--- config.mk ---
export PLATFORM = sky130hd
export DESIGN_NAME = burst_fifo_reader
export DESIGN_NICKNAME = d
export VERILOG_FILES = /design/src/rtl/burst_pkg.sv /design/src/rtl/burst_seq.sv /design/src/rtl/burst_bank.sv /design/src/rtl/burst_fifo_reader.sv
export SDC_FILE = /design/constraint.sdc
export NUM_CORES = 1
export LEC_CHECK = 0
export ABC_AREA = 1
export BUFFER_PORTS_ARGS = -buffer_cell sky130_fd_sc_hd__buf_4
export CAP_MARGIN = 10
export CORE_MARGIN = 2
export CORE_UTILIZATION = 60
export DETAILED_ROUTE_END_ITERATION = 8
export PLACE_DENSITY = 0.91
export SETUP_SLACK_MARGIN = 0.4
export SYNTH_ARGS = -nofsm -noshare
export SYNTH_HDL_FRONTEND = slang
export SYNTH_HIERARCHICAL = 1
export SYNTH_SLANG_ARGS = --single-unit
--- constraint.sdc ---
create_clock -name clk -period 4.02 [get_ports clk]
set_input_delay 0.201 -clock clk [delete_from_list [all_inputs] [get_ports clk]]
set_output_delay 0.201 -clock clk [all_outputs]
set_load 0.03 [all_outputs]
--- src/rtl/burst_pkg.sv ---
package burst_pkg;
  localparam int BUS_W = 32;

  // strobes from the sequencer to the slot bank
  typedef struct packed {
    logic clear;    // burst accepted: wipe the valid mask
    logic capture;  // store the current FIFO word into the current slot
  } seqStrobe_t;

  localparam int CTRL_START = 0;
  localparam int CTRL_BUSY  = 1;
  localparam int CTRL_DONE  = 2;
  localparam int CTRL_MODE  = 3;
endpackage

--- src/rtl/burst_seq.sv ---
module burst_seq
  import burst_pkg::*;
#(
  parameter int N     = 10,
  parameter int IDX_W = 4
) (
  input  logic             clk,
  input  logic             rst,
  input  logic             startReq,
  input  logic             modeIn,
  input  logic             srcEmpty,
  output logic             rdEn,
  output logic             busy,
  output logic             done,
  output logic             mode,
  output logic [IDX_W-1:0] slotIdx,
  output seqStrobe_t       strb
);
  localparam logic [IDX_W-1:0] LAST = IDX_W'(N - 1);

  logic             busyQ, doneQ, modeQ;
  logic [IDX_W-1:0] idxQ;
  logic             accept, step;

  assign accept = startReq && !busyQ;
  // fixed-length mode moves every cycle; waiting mode only when a word is taken
  assign step   = busyQ && (modeQ || !srcEmpty);
  assign rdEn   = busyQ && !srcEmpty;

  always_ff @(posedge clk) begin
    if (rst) begin
      busyQ <= 1'b0;
      doneQ <= 1'b0;
      modeQ <= 1'b0;
      idxQ  <= '0;
    end else if (accept) begin
      busyQ <= 1'b1;
      doneQ <= 1'b0;
      modeQ <= modeIn;
      idxQ  <= '0;
    end else if (step) begin
      if (idxQ == LAST) begin
        busyQ <= 1'b0;
        doneQ <= 1'b1;
        idxQ  <= '0;
      end else begin
        idxQ <= idxQ + IDX_W'(1);
      end
    end
  end

  assign busy         = busyQ;
  assign done         = doneQ;
  assign mode         = modeQ;
  assign slotIdx      = idxQ;
  assign strb.clear   = accept;
  assign strb.capture = rdEn;

  AST_STALL_HOLD: assert property (@(posedge clk) disable iff (rst)
    (busyQ && !modeQ && srcEmpty) |=> (busyQ && idxQ == $past(idxQ)));
  AST_FIXED_ADVANCE: assert property (@(posedge clk) disable iff (rst)
    (busyQ && modeQ && idxQ != LAST) |=> (busyQ && idxQ == $past(idxQ) + IDX_W'(1)));
  AST_MODE_FROZEN: assert property (@(posedge clk) disable iff (rst)
    busyQ |=> (!busyQ || $stable(modeQ)));
  AST_FINISH_DONE: assert property (@(posedge clk) disable iff (rst)
    $fell(busyQ) |-> (doneQ && !rdEn));
endmodule

--- src/rtl/burst_bank.sv ---
module burst_bank
  import burst_pkg::*;
#(
  parameter int N      = 10,
  parameter int DATA_W = 32,
  parameter int ADDR_W = 8,
  parameter int IDX_W  = 4
) (
  input  logic              clk,
  input  logic              rst,
  input  seqStrobe_t        strb,
  input  logic [IDX_W-1:0]  slotIdx,
  input  logic [DATA_W-1:0] srcData,
  input  logic [3:0]        ctrlView,
  input  logic [ADDR_W-1:0] hostAddr,
  output logic [BUS_W-1:0]  hostRdData
);
  logic [DATA_W-1:0] slotQ [N];
  logic [N-1:0]      maskQ;

  for (genvar i = 0; i < N; i++) begin : g_slot
    always_ff @(posedge clk) begin
      if (rst)
        slotQ[i] <= '0;
      else if (strb.capture && slotIdx == IDX_W'(i))
        slotQ[i] <= srcData;
    end
  end

  always_ff @(posedge clk) begin
    if (rst || strb.clear)
      maskQ <= '0;
    else if (strb.capture)
      maskQ[slotIdx] <= 1'b1;
  end

  // host read decode
  logic [ADDR_W-1:0] wordOff;
  logic [ADDR_W-1:0] wordNum;
  logic [IDX_W-1:0]  sel;
  assign wordOff = hostAddr - ADDR_W'(8);
  assign wordNum = wordOff >> 2;
  assign sel     = IDX_W'(wordNum);

  always_comb begin
    hostRdData = '0;
    if (hostAddr == ADDR_W'(0))
      hostRdData = BUS_W'(ctrlView);
    else if (hostAddr == ADDR_W'(4))
      hostRdData = BUS_W'(maskQ);
    else if (hostAddr >= ADDR_W'(8) && hostAddr[1:0] == 2'b00 && wordNum < ADDR_W'(N))
      hostRdData = BUS_W'(slotQ[sel]);
  end

  AST_MASK_MARK: assert property (@(posedge clk) disable iff (rst)
    strb.capture |=> maskQ[$past(slotIdx)]);
  AST_MASK_WIPE: assert property (@(posedge clk) disable iff (rst)
    strb.clear |=> (maskQ == '0));
endmodule

--- src/rtl/burst_fifo_reader.sv ---
module burst_fifo_reader
  import burst_pkg::*;
#(
  parameter int N      = 10,
  parameter int DATA_W = 32,
  parameter int ADDR_W = 8
) (
  input  logic              clk,
  input  logic              rst,
  input  logic              srcEmpty,
  input  logic [DATA_W-1:0] srcData,
  output logic              srcRdEn,
  input  logic              hostWrEn,
  input  logic [ADDR_W-1:0] hostAddr,
  input  logic [31:0]       hostWrData,
  output logic [31:0]       hostRdData
);
  localparam int IDX_W = (N > 1) ? $clog2(N) : 1;

  seqStrobe_t       strb;
  logic [IDX_W-1:0] slotIdx;
  logic             busy, done, mode, startReq;
  logic [3:0]       ctrlView;

  assign startReq = hostWrEn && hostAddr == ADDR_W'(0) && hostWrData[CTRL_START];
  assign ctrlView = {mode, done, busy, 1'b0};

  burst_seq #(.N(N), .IDX_W(IDX_W)) u_seq (
    .clk(clk), .rst(rst), .startReq(startReq), .modeIn(hostWrData[CTRL_MODE]),
    .srcEmpty(srcEmpty), .rdEn(srcRdEn), .busy(busy), .done(done), .mode(mode),
    .slotIdx(slotIdx), .strb(strb)
  );

  burst_bank #(.N(N), .DATA_W(DATA_W), .ADDR_W(ADDR_W), .IDX_W(IDX_W)) u_bank (
    .clk(clk), .rst(rst), .strb(strb), .slotIdx(slotIdx), .srcData(srcData),
    .ctrlView(ctrlView), .hostAddr(hostAddr), .hostRdData(hostRdData)
  );

  AST_NO_READ_EMPTY: assert property (@(posedge clk) disable iff (rst)
    srcEmpty |-> !srcRdEn);
endmodule

### Yosys cells after proc, flatten, opt, wreduce, memory -nomap -nowiden

Memory sizes are Yosys's and may differ from the RTL's.
Cells that the tools add are included.

| word-level totals | value |
|---|---|
| register bits | 17 |
| RAM bits | 320 |
| input port bits | 76 |
| logic and storage cells | 114 |
| memories kept | 1 |

| operators by class | value |
|---|---|
| $add $sub $neg | 2 |
| magnitude comparators | 4 |
| equality and inequality tests | 10 |
| multiplexer cells | 51 |
| bitwise gates (word level) | 11 |
| reduce and logical (&&, ||, !) cells | 30 |

Memories:

| memory | words | bits a word | read ports | clocked after Yosys merged registers in | wr ports | RTL line | RTL |
|---|---|---|---|---|---|---|---|
| u_bank.slotQ | 10 | 32 | 1 | 0 | 10 | burst_bank.sv:18 | `logic [DATA_W-1:0] slotQ [N];` |

Operator list:

| cell | count |
|---|---|
| $mux 32 | 13 |
| $mux 1 | 36 |
| $logic_and 1x1->1 | 18 |
| $eq 4x3->1 const B | 4 |
| $or 1x1->1 | 10 |
| $or 10x10->10 | 1 |
| $eq 4x2->1 const B | 2 |
| $eq 4x4->1 const B | 2 |
| $eq 8x3->1 const B | 1 |
| $ge 8x4->1 const B | 1 |
| $logic_not 8->1 | 1 |
| $sub 8x4->8 const B | 1 |
| $lt 6x4->1 const B | 1 |
| $lt 4x5->1 const B | 1 |
| $add 4x1->4 const B | 1 |
| $demux 1 s4 | 1 |
| $eq 4x1->1 const B | 1 |
| $ge 4x1->1 const B | 1 |
| $logic_not 4->1 | 1 |
| $mux 4 | 1 |
| $reduce_and 2->1 | 2 |
| $reduce_bool 2->1 | 2 |
| $logic_not 1->1 | 2 |
| $logic_not 2->1 | 1 |
| other kinds (2) | 3 |

### Longest topological paths before layout

Gate-level depths: netlist of the first run.

| logic depth | value |
|---|---|
| word-level depth | 7 |
| depth in mapped cells | 14 |
| gate-level depth less buffers | 11 |

### Cells and area by module

The synthesis of the first run kept the hierarchy.

By module, submodules not included:

| module | instances | cells an instance | area an instance (um2) | sequential area each (um2) |
|---|---|---|---|---|
| burst_bank | 1 | 1499 | 14767.9 | 9809.4 |
| burst_seq | 1 | 49 | 341.6 | 140.1 |
| burst_fifo_reader | 1 | 8 | 32.5 | 0.0 |

### Worst setup path before layout of the first run

OpenSTA, ideal clock, no wires.

| path | value |
|---|---|
| path type | register to register |
| start | register u_seq.busyQ (netlist: u_seq/busy) |
| end | memory u_bank.slotQ[1][0], enable pin |
| arrival time | 3.388 ns |
| required time | 3.554 ns |
| setup slack | 0.166 ns |
| cell stages (with the launch flop) | 8 |
| path buffers | 1 |
| period minus slack after synthesis | 3.854 ns |
| path through | dfxtp_1 nand2_1 inv_1 buf_4 nand2_1 nor2_1 inv_1 o21ai_0 |

RTL lines:

| element | RTL line | RTL |
|---|---|---|
| start, declared | burst_seq.sv:21 | `logic busyQ, doneQ, modeQ;` |
| start signal, assigned | burst_seq.sv:32 | `busyQ <= 1'b0;` |
| start signal, assigned | burst_seq.sv:37 | `busyQ <= 1'b1;` |
| start signal, assigned | burst_seq.sv:43 | `busyQ <= 1'b0;` |
| end, declared | burst_bank.sv:18 |  |

### Worst setup path in the final report of the first run

| path | value |
|---|---|
| start | input hostAddr[3] |
| end | output hostRdData[19] |

| between the ends | value |
|---|---|
| cells in the longest elaborated chain, start to end | 6 |
| elaborated cells on any way between the ends | 11 |

Ends and longest elaborated chain:

| element | RTL line | RTL |
|---|---|---|
| start, declared | burst_fifo_reader.sv:14 | `input logic [ADDR_W-1:0] hostAddr,` |
| $sub 8x4->8 / $ge 8x4->1 (equally long branches) | burst_bank.sv:41, burst_bank.sv:51 |  |
| $lt 6x4->1 / $logic_and 1x1->1 (equally long branches) | burst_bank.sv:51 | `else if (hostAddr >= ADDR_W'(8) && hostAddr[1:0] == 2'b00 && wordNum < ADDR_W'(N))` |
| $logic_and 1x1->1 | burst_bank.sv:51 |  |
| $mux 32 | burst_bank.sv:51 |  |
| $mux 32 | burst_bank.sv:49 | `else if (hostAddr == ADDR_W'(4))` |
| $mux 32 * | burst_bank.sv:47 | `if (hostAddr == ADDR_W'(0))` |
| end, declared | burst_fifo_reader.sv:16 | `output logic [31:0] hostRdData` |

Mark *: on every way between the ends. The rest lies on a longest branch, timed or not.

==> results of run 1 <==
[kinds of logic (layout without fill, tap and decap cells)]
family | after synthesis | count (layout) | synth area share, %
flip-flops | 337 | 337 | 65.7
AO/OA/AOI/OAI | 161 | 161 | 5.92
adder cells (fa/ha/maj) | 1 | 1 | 0.0826
other | 1 | 1 | 0.0248
buffers and inverters | 163 | 235 | 4.68
AND/OR/NAND/NOR | 893 | 893 | 23.6
[through the flow]
step                      std cells  power [W]  setup WS, ns  hold WS [ns]  utilization [%]
after detailed placement       1898    0.00461          1.03         0.416             64.2
final                          1958    0.00775         0.776         0.120             68.7
after floorplan                1556    0.00440         0.166         0.270                -
after global placement         1898    0.00459          1.06         0.411             64.2
after global routing           1958    0.00793         0.730         0.139             68.7
after CTS                      1958    0.00772         0.858         0.116             68.7
[cells in the mapped netlist (2+ instances only)]
| library cell | n | area, sq um |
|---|---|---|
| o21ai_0 | 51 | 255 |
| clkbuf_1 | 45 | 169 |
| or2_2 | 2 | 12.5 |
| nor2_1 | 530 | 1990 |
| inv_2 | 3 | 11.3 |
| nand2_1 | 246 | 923 |
| buf_1 | 7 | 26.3 |
| a21oi_1 | 50 | 250 |
| buf_4 | 10 | 75.1 |
| buf_2 | 27 | 135 |
| nand4_1 | 2 | 12.5 |
| clkinv_1 | 32 | 120 |
| dfxtp_1 | 17 | 340 |
| nor2_4 | 2 | 22.5 |
| a211oi_1 | 14 | 105 |
| buf_6 | 3 | 33.8 |
| o2111ai_1 | 14 | 123 |
| inv_1 | 35 | 131 |
| or2_1 | 3 | 18.8 |
| nand2_4 | 2 | 22.5 |
| o21ai_1 | 31 | 155 |
| nand3_1 | 89 | 445 |
| or2_0 | 13 | 81.3 |
| edfxtp_1 | 320 | 9610 |
[layout make-up]
cell class,instances,area (sq um),area share [%]
repair buffers,106,826,4.82
well taps,330,413,2.41
clock inverters,25,318,1.85
flip-flops and latches,337,9950,58.0
clock buffers,33,783,4.57
inverters,71,269,1.57
multi-input cells,1056,4580,26.7
[layout by cell type (no fill, tap or decap), drive strengths merged]
cell type	n
nor2	533
edfxtp	320
nand2	249
buf	104
nand3	90
o21ai	82
a21oi	50
clkinv	47
inv	40
clkbuf	33
or2	18
dfxtp	17
a211oi	14
o2111ai	14
bufinv	7
clkinvlp	2
dlygate4sd3	2
nand4	2
nor4	1
conb	1
ha	1
a21boi	1
[repair_timing]
action | 4_1_cts | 5_1_grt
endpoints found under the hold margin | 7 | 0
setup endpoints to repair | 0 | 0
hold buffers | 2 | 0
[flip-flops by register name (all words and copies together), names as in the netlist]
name / cells
u_bank/slotQ: 320
u_seq/done: 1
u_seq/mode: 1
u_seq/busy: 1
u_bank/maskQ: 10
u_seq/slotIdx: 4
[per-layer routing]
metal / GRT usage, % / vias to the layer above / wire length, um
met3: 7.16 / 241 / 6050
met4: 15.8 / 0 / 2240
met2: 54.3 / 1174 / 20700
li1: - / 5270 / -
met5: 0 / - / 0
met1: 38.9 / 5696 / 13800
[worst paths after layout]
| check | endpoint | depth (start not counted) | slack (ns) | startpoint |
|---|---|---|---|---|
| worst max register to register | u_bank/slotQ[9][11] | 5 | 1.53 | u_seq/busy |
| worst max-delay path | hostRdData[19] | 13 | 0.78 | hostAddr[3] |
| worst min-delay path | u_seq/slotIdx[0] | 6 | 0.12 | srcEmpty |
| worst min register to register | u_seq/done | 2 | 0.46 | u_seq/done |
[power groups by stage]
stage | combinational [W] | sequential [W] | clock [W]
after detailed placement | 0.000571 | 0.00404 | 0
after CTS | 0.000587 | 0.00397 | 0.00316
final | 0.000608 | 0.00397 | 0.00317
after global placement | 0.000551 | 0.00403 | 0
after floorplan | 0.000359 | 0.00404 | 0
after global routing | 0.000643 | 0.00398 | 0.00331
[critical path, stage by stage]
cell and delay (ns):
buf_4 0.12, inv_4 0.36, ha_1 0.34, nand2_1 0.14, nand3_1 0.12, nand2_1 0.06
inv_1 0.06, nand3_1 0.06, buf_4 0.20, inv_1 0.75, nand2_1 0.13, a21oi_1 0.27
buf_4 0.22
==> results.txt, run 1 <==
In this run, synthesis inferred between 300 and 400 flip-flops with an integrated enable. The Yosys step of the flow raised 6 warnings. The number of hold violations in the final report came out at 0.

The overall global routing resource usage is between 30% and 40%. The pin slew with the least headroom to its limit came out at roughly 1.2 ns. The clock group share of total power is approximately 40%. The peak fanout along the critical path is 36. The die extent in y came out at between 150 and 200 um. The clock period minus final worst setup slack is roughly 3.2 ns. The final total negative setup slack came out at 0 ns.

The post-detailed-route wirelength per cell is 21.8 um. The area enclosed by the die boundary is around 0.027 sq mm. The proportion of layout cells with a drive suffix above 1 came out at roughly 11%. The die is ~160 um wide. The core footprint is approximately 0.025 sq mm. The part of the cycle the worst path needs is between 80% and 90%.

The placed wire-length estimate is between 20,000 and 25,000 um. The static leakage power came out at approximately 6.8 nW. STA puts the critical path data arrival time at about 3.0 ns. In this run the worst hold path is classified as in -> reg.

Buffers placed on the I/O ports in this run total ~80. After global routing the overflow that remains totals 0. The switching power summed over all nets is around 0.0018 W. The via count of the first global-routing pass came out at about 12,000.

The number of sinks driven by the clock tree is ~340. The count of instances resized after the clock tree is built is 0. No sink is reached through more buffers than the 3 on the longest clock path.

The max-slew violation total from the final report came out at 0. The post-synthesis register bit count is approximately 340. Synthesis produced a netlist whose cell count is 1,556.

The worst clock skew on the final layout is around 0.02 ns. The count of nets left with antenna violations once routing finished came out at 0. The area after detailed placement came out at 0.0160 sq mm.

In this run the clock root is driven by a clkbuf_16. The number of maximum-capacitance violations came out at 0. STA classifies the critical path startpoint as a primary input. The worst setup path is captured at a primary output. The detail-routed via count per cell is about 6.3. The combinational share of power came out at 7.8%.

Summing over every cut layer, the via total after detailed routing is between 10,000 and 15,000. The final estimated routing congestion in global placement is 0.818. The sequential group share of total power came out at 51.2%. The number of nets handed over by synthesis was roughly 1,600. In this run, the number of DRC markers left after iteration 0 of detailed routing was ~2,200. The H-tree level count is 1.

The floorplan row count came out at 58. The maximum achievable frequency is between 300 and 400 MHz. Setup violations remaining at the end of the flow were counted as 0. The post-synthesis instance area is 0.0151 sq mm. The net total in the final layout is 1,680.

The headroom to the max-slew limit is 21.3%. The critical path in this run is classified as in -> out. The power density relative to cell area is approximately 450 mW/mm^2. TritonCTS built the clock tree. In this run the post-CTS setup repair buffer count came out at 0. Setup repair after global routing left no endpoint under its margin. The required time of the worst setup path is about 3.8 ns. The number of antenna violations at the first check in global routing came out at 0. The synthesis-to-finish area growth is 13.2%. The netlist uses 32 different library cells. Fill cells in the final layout number approximately 1,600.

Among all flip-flop cells after synthesis, the most frequent one is edfxtp_1. The overall routed net length came out at 42,800 um. The iteration count of the initial detailed-routing pass came out at 8. In this run switching power makes up about 23% of total power. The number of top-level pins is 109. The largest net degree at the start of global routing came out at between 60 and 70. The starting density of the core came out at between 60% and 70%. The flow ran to the end, and the final reports show no timing, DRC or antenna violations. After routing the design area is roughly 0.017 sq mm. The share of synthesized area occupied by flip-flops and latches is about two thirds. The clock latency on the worst-skew pair is 0.58 ns. The proportion of register bits with asynchronous set or reset after synthesis is 0%.

The first global-routing pass estimated 64,900 um of wire. The DRC violation count after routing came out at 0. The repair_antennas step left the layout with diodes totalling 0. The total internal power came out at slightly below 0.006 W. A synthesized cell averages slightly below 10 sq um. Clock-pin slew was measured on the worst setup and hold paths at about 0.060 ns. The maximum vdd ir drop came out at 412 uV. The number of buffers created by CTS is 31.
No activity file was read; power rests on OpenSTA's default activity.
==> run 2: changes to the inputs <==
--- a/config.mk
+++ b/config.mk
@@ -9,9 +9,9 @@
 export BUFFER_PORTS_ARGS = -buffer_cell sky130_fd_sc_hd__buf_4
 export CAP_MARGIN = 10
 export CORE_MARGIN = 2
-export CORE_UTILIZATION = 60
+export CORE_UTILIZATION = 55
 export DETAILED_ROUTE_END_ITERATION = 8
-export PLACE_DENSITY = 0.91
+export PLACE_DENSITY = 0.89
 export SETUP_SLACK_MARGIN = 0.4
 export SYNTH_ARGS = -nofsm -noshare
 export SYNTH_HDL_FRONTEND = slang
==> constraint.sdc (replaced) <==
create_clock -name clk -period 2.95 [get_ports clk]
set_input_delay 0.1475 -clock clk [delete_from_list [all_inputs] [get_ports clk]]
set_output_delay 0.1475 -clock clk [all_outputs]
set_load 0.03 [all_outputs]
==> run 2 against run 1 <==
Effect of this change: critical path type unchanged; register-to-register slack got worse by 0.80 ns; non-clock buffer count increased by 11; global-route usage decreased by 3.0 points; hold slack got worse by 0.063 ns.
==> results.txt, run 2 (synthesis gave the netlist of run 1 again) <==
The total congestion overflow came to 0 (unchanged). The proportion of layout cells with a drive suffix above 1 is 10.8% (-0.46 points). The overall routed net length came out at 41,900 um (-1.9%). The largest net degree at the start of global routing came out at 53 (-22%). Setup repair after global routing left no endpoint under its margin. The antenna cell count came to 0 (unchanged). The net total in the final layout is 1,690 (+0.60%). Among cell families on the critical path, the largest total delay comes from buffers and inverters. The data arrival time of the critical path is 2.24 ns (-0.80 ns).

The largest individual stage delay along the critical path comes from the cell buf_4. The number of flip-flops in the largest register came out at 320 (unchanged). The final total negative setup slack came out at 0 ns (unchanged). The final estimated routing congestion in global placement was 0.811 (-0.92%). The utilization after layout came out at 63.0% (-5.6 points). The register with the most flip-flops in the final layout is u_bank/slotQ.

The max-slew violation total from the final report is 0 (unchanged). The register clock-pin slew on the reported worst setup and hold paths was 0.06 ns (about the same). The post-detailed-route wirelength per cell came out at 21.3 um (-2.7%).

The number of buffers created by CTS is 30 (-3.2%). The worst min-delay path category is in -> reg. The number of hold violations in the final report is 0 (unchanged). The iteration count of the initial detailed-routing pass is 6 (-2).

The number of DRC markers after the initial detailed-route iteration came out at 1,737 (-20%). The die extent in y is 170 um (+4.3%). STA classifies the critical path endpoint as a primary output. The count of input and output buffers came out at 78 (unchanged). The headroom to the max-slew limit is 57.1% (+36 points). The minimum setup slack after placement came out at 0.638 ns (-0.391 ns). The number of top-level pins is 109 (unchanged). The delay of the slowest critical-path stage was 0.62 ns (-0.13 ns).

The clock period minus final worst setup slack came out at roughly 2.4 ns. The static leakage power came out at 6.76 nW (-0.92%). The worst clock skew on the final layout came out at 0.0156 ns (-0.00448 ns). The wire length of the first global-routing pass came out at 64,000 um (-1.3%).

The core footprint is 0.0270 sq mm (+8.3%). The pin slew with the least headroom to its limit came out at 0.643 ns (-0.536 ns). The via count of the first global-routing pass was 12,200 (-0.049%). The minimum setup slack in the final design came out at 0.559 ns (-0.217 ns). The H-tree level count came out at 1 (unchanged). The number of maximum-capacitance violations is 0 (unchanged). The overall global routing resource usage came to 29.0% (-3.0 points). The library cell used most frequently in the layout, excluding fill and tap cells, is nor2_1.

In the layout the commonest cells are 530 x nor2_1, 320 x edfxtp_1, 246 x nand2_1. The number of sinks driven by the clock tree is 337 (unchanged). The count of buffer and inverter cells on the critical path is 3 (-3). After layout, the worst path uses between 80% and 90% of the clock period.

The maximum vdd ir drop is 364 uV (-12%). The non-filler instance count after layout is 1,973 (+0.77%). The area enclosed by the die boundary came out at 0.0289 sq mm (+8.9%).

The clock latency on the worst-skew pair is 0.56 ns (-0.02 ns). The maximum achievable frequency came out at between 400 and 500 MHz. The root buffer cell chosen for the clock tree is clkbuf_16.

The number of vias in the routed layout came out at 12,200 (-1.8%). The floorplan row count came to 60 (+3.4%). The detail-routed via count per cell is 6.16 (-2.5%).

TritonCTS built the clock tree. The flow ran to the end, and the final reports show no timing, DRC or antenna violations. The horizontal die dimension came out at 170 um (+4.3%). STA classifies the critical path startpoint as a primary input. The starting density of the core is 56.0% (-4.6 points).

The remaining antenna violation count after routing came out at 0 (unchanged). From synthesis to final layout, the design area changed by 12.5%. The power density relative to cell area is 575 mW/mm^2 (+27%).

Traced cell by cell, the critical path runs through buf_4 -> buf_4 -> a21oi_1 -> a21oi_1 -> o21ai_0 -> nand2_1 -> nand2_1 -> a21oi_1 -> buf_4. The final setup violation count is 0 (unchanged). The required time of the worst setup path came out at 2.80 ns (-1.02 ns). The number of antenna violations at the first check in global routing is 1 (+1).

The cell count after placement is 1,920 (+1.2%). By startpoint and endpoint, the worst setup path is classified as in -> out. The placed wire-length estimate is 22,300 um (-0.38%). The power consumption is 0.00979 W (+26%). The DRC violation count after routing is 0 (unchanged).

The peak fanout along the critical path is 50 (+39%). The number of buffers on the longest clock path came out at 3 (unchanged).
## run 2: area by class of cell
cell class,instances,area (sq um)
clock buffer,40,810
clock inverter,11,53.8
timing repair buffer,117,946
sequential,337,9950
multi-input combinational,1056,4570
fill,1897,9990
inverter,71,273
tap,341,427
## run 2: report_power, final
group / internal (W) / total (W) / switching [W]
logic: 0.000227 / 0.000825 / 0.000597
clock network: 0.00191 / 0.00355 / 0.00164
registers: 0.00537 / 0.00541 / 0.0000445
total: 0.00750 / 0.00979 / 0.00229
## run 2: final timing paths
kind / start / to / slack, ns / cells past startpoint
max: hostAddr[2] / hostRdData[23] / 0.56 / 9
min: srcEmpty / u_seq/slotIdx[2] / 0.06 / 6
max reg2reg: u_seq/busy / u_bank/slotQ[3][12] / 0.73 / 9
min reg2reg: u_seq/done / u_seq/done / 0.47 / 2
## run 2: metal layers
layer	wire length, um	track usage (%)	vias up
li1	-	-	5278
met1	13400	34.2	5588
met2	20700	50.0	1062
met3	5470	5.12	228
met4	2320	17.4	2
met5	16	0	-
## run 2: timing repair
| action | 4_1_cts | 5_1_grt |
|---|---|---|
| setup buffers | 0 | 0 |
| endpoints found under the setup margin | 0 | 1 |
| endpoints found under the hold margin | 7 | 0 |
| resized for setup | 0 | 1 |
| hold buffers | 2 | 0 |
## run 2: tightest hold or removal path: stages
cell     delay, ns
buf_4         0.07
inv_1         0.03
nand2_1       0.10
nand2_4       0.09
nand3_1       0.08
a21oi_1       0.05
## run 2: stage by stage
step / hold slack, ns / cell area (sq um)
finish: 0.0567 / 17000
global route: 0.109 / 17000
CTS: 0.0548 / 17000
detailed placement: 0.364 / 16100
global placement: 0.359 / 16100
floorplan: 0.217 / 15200
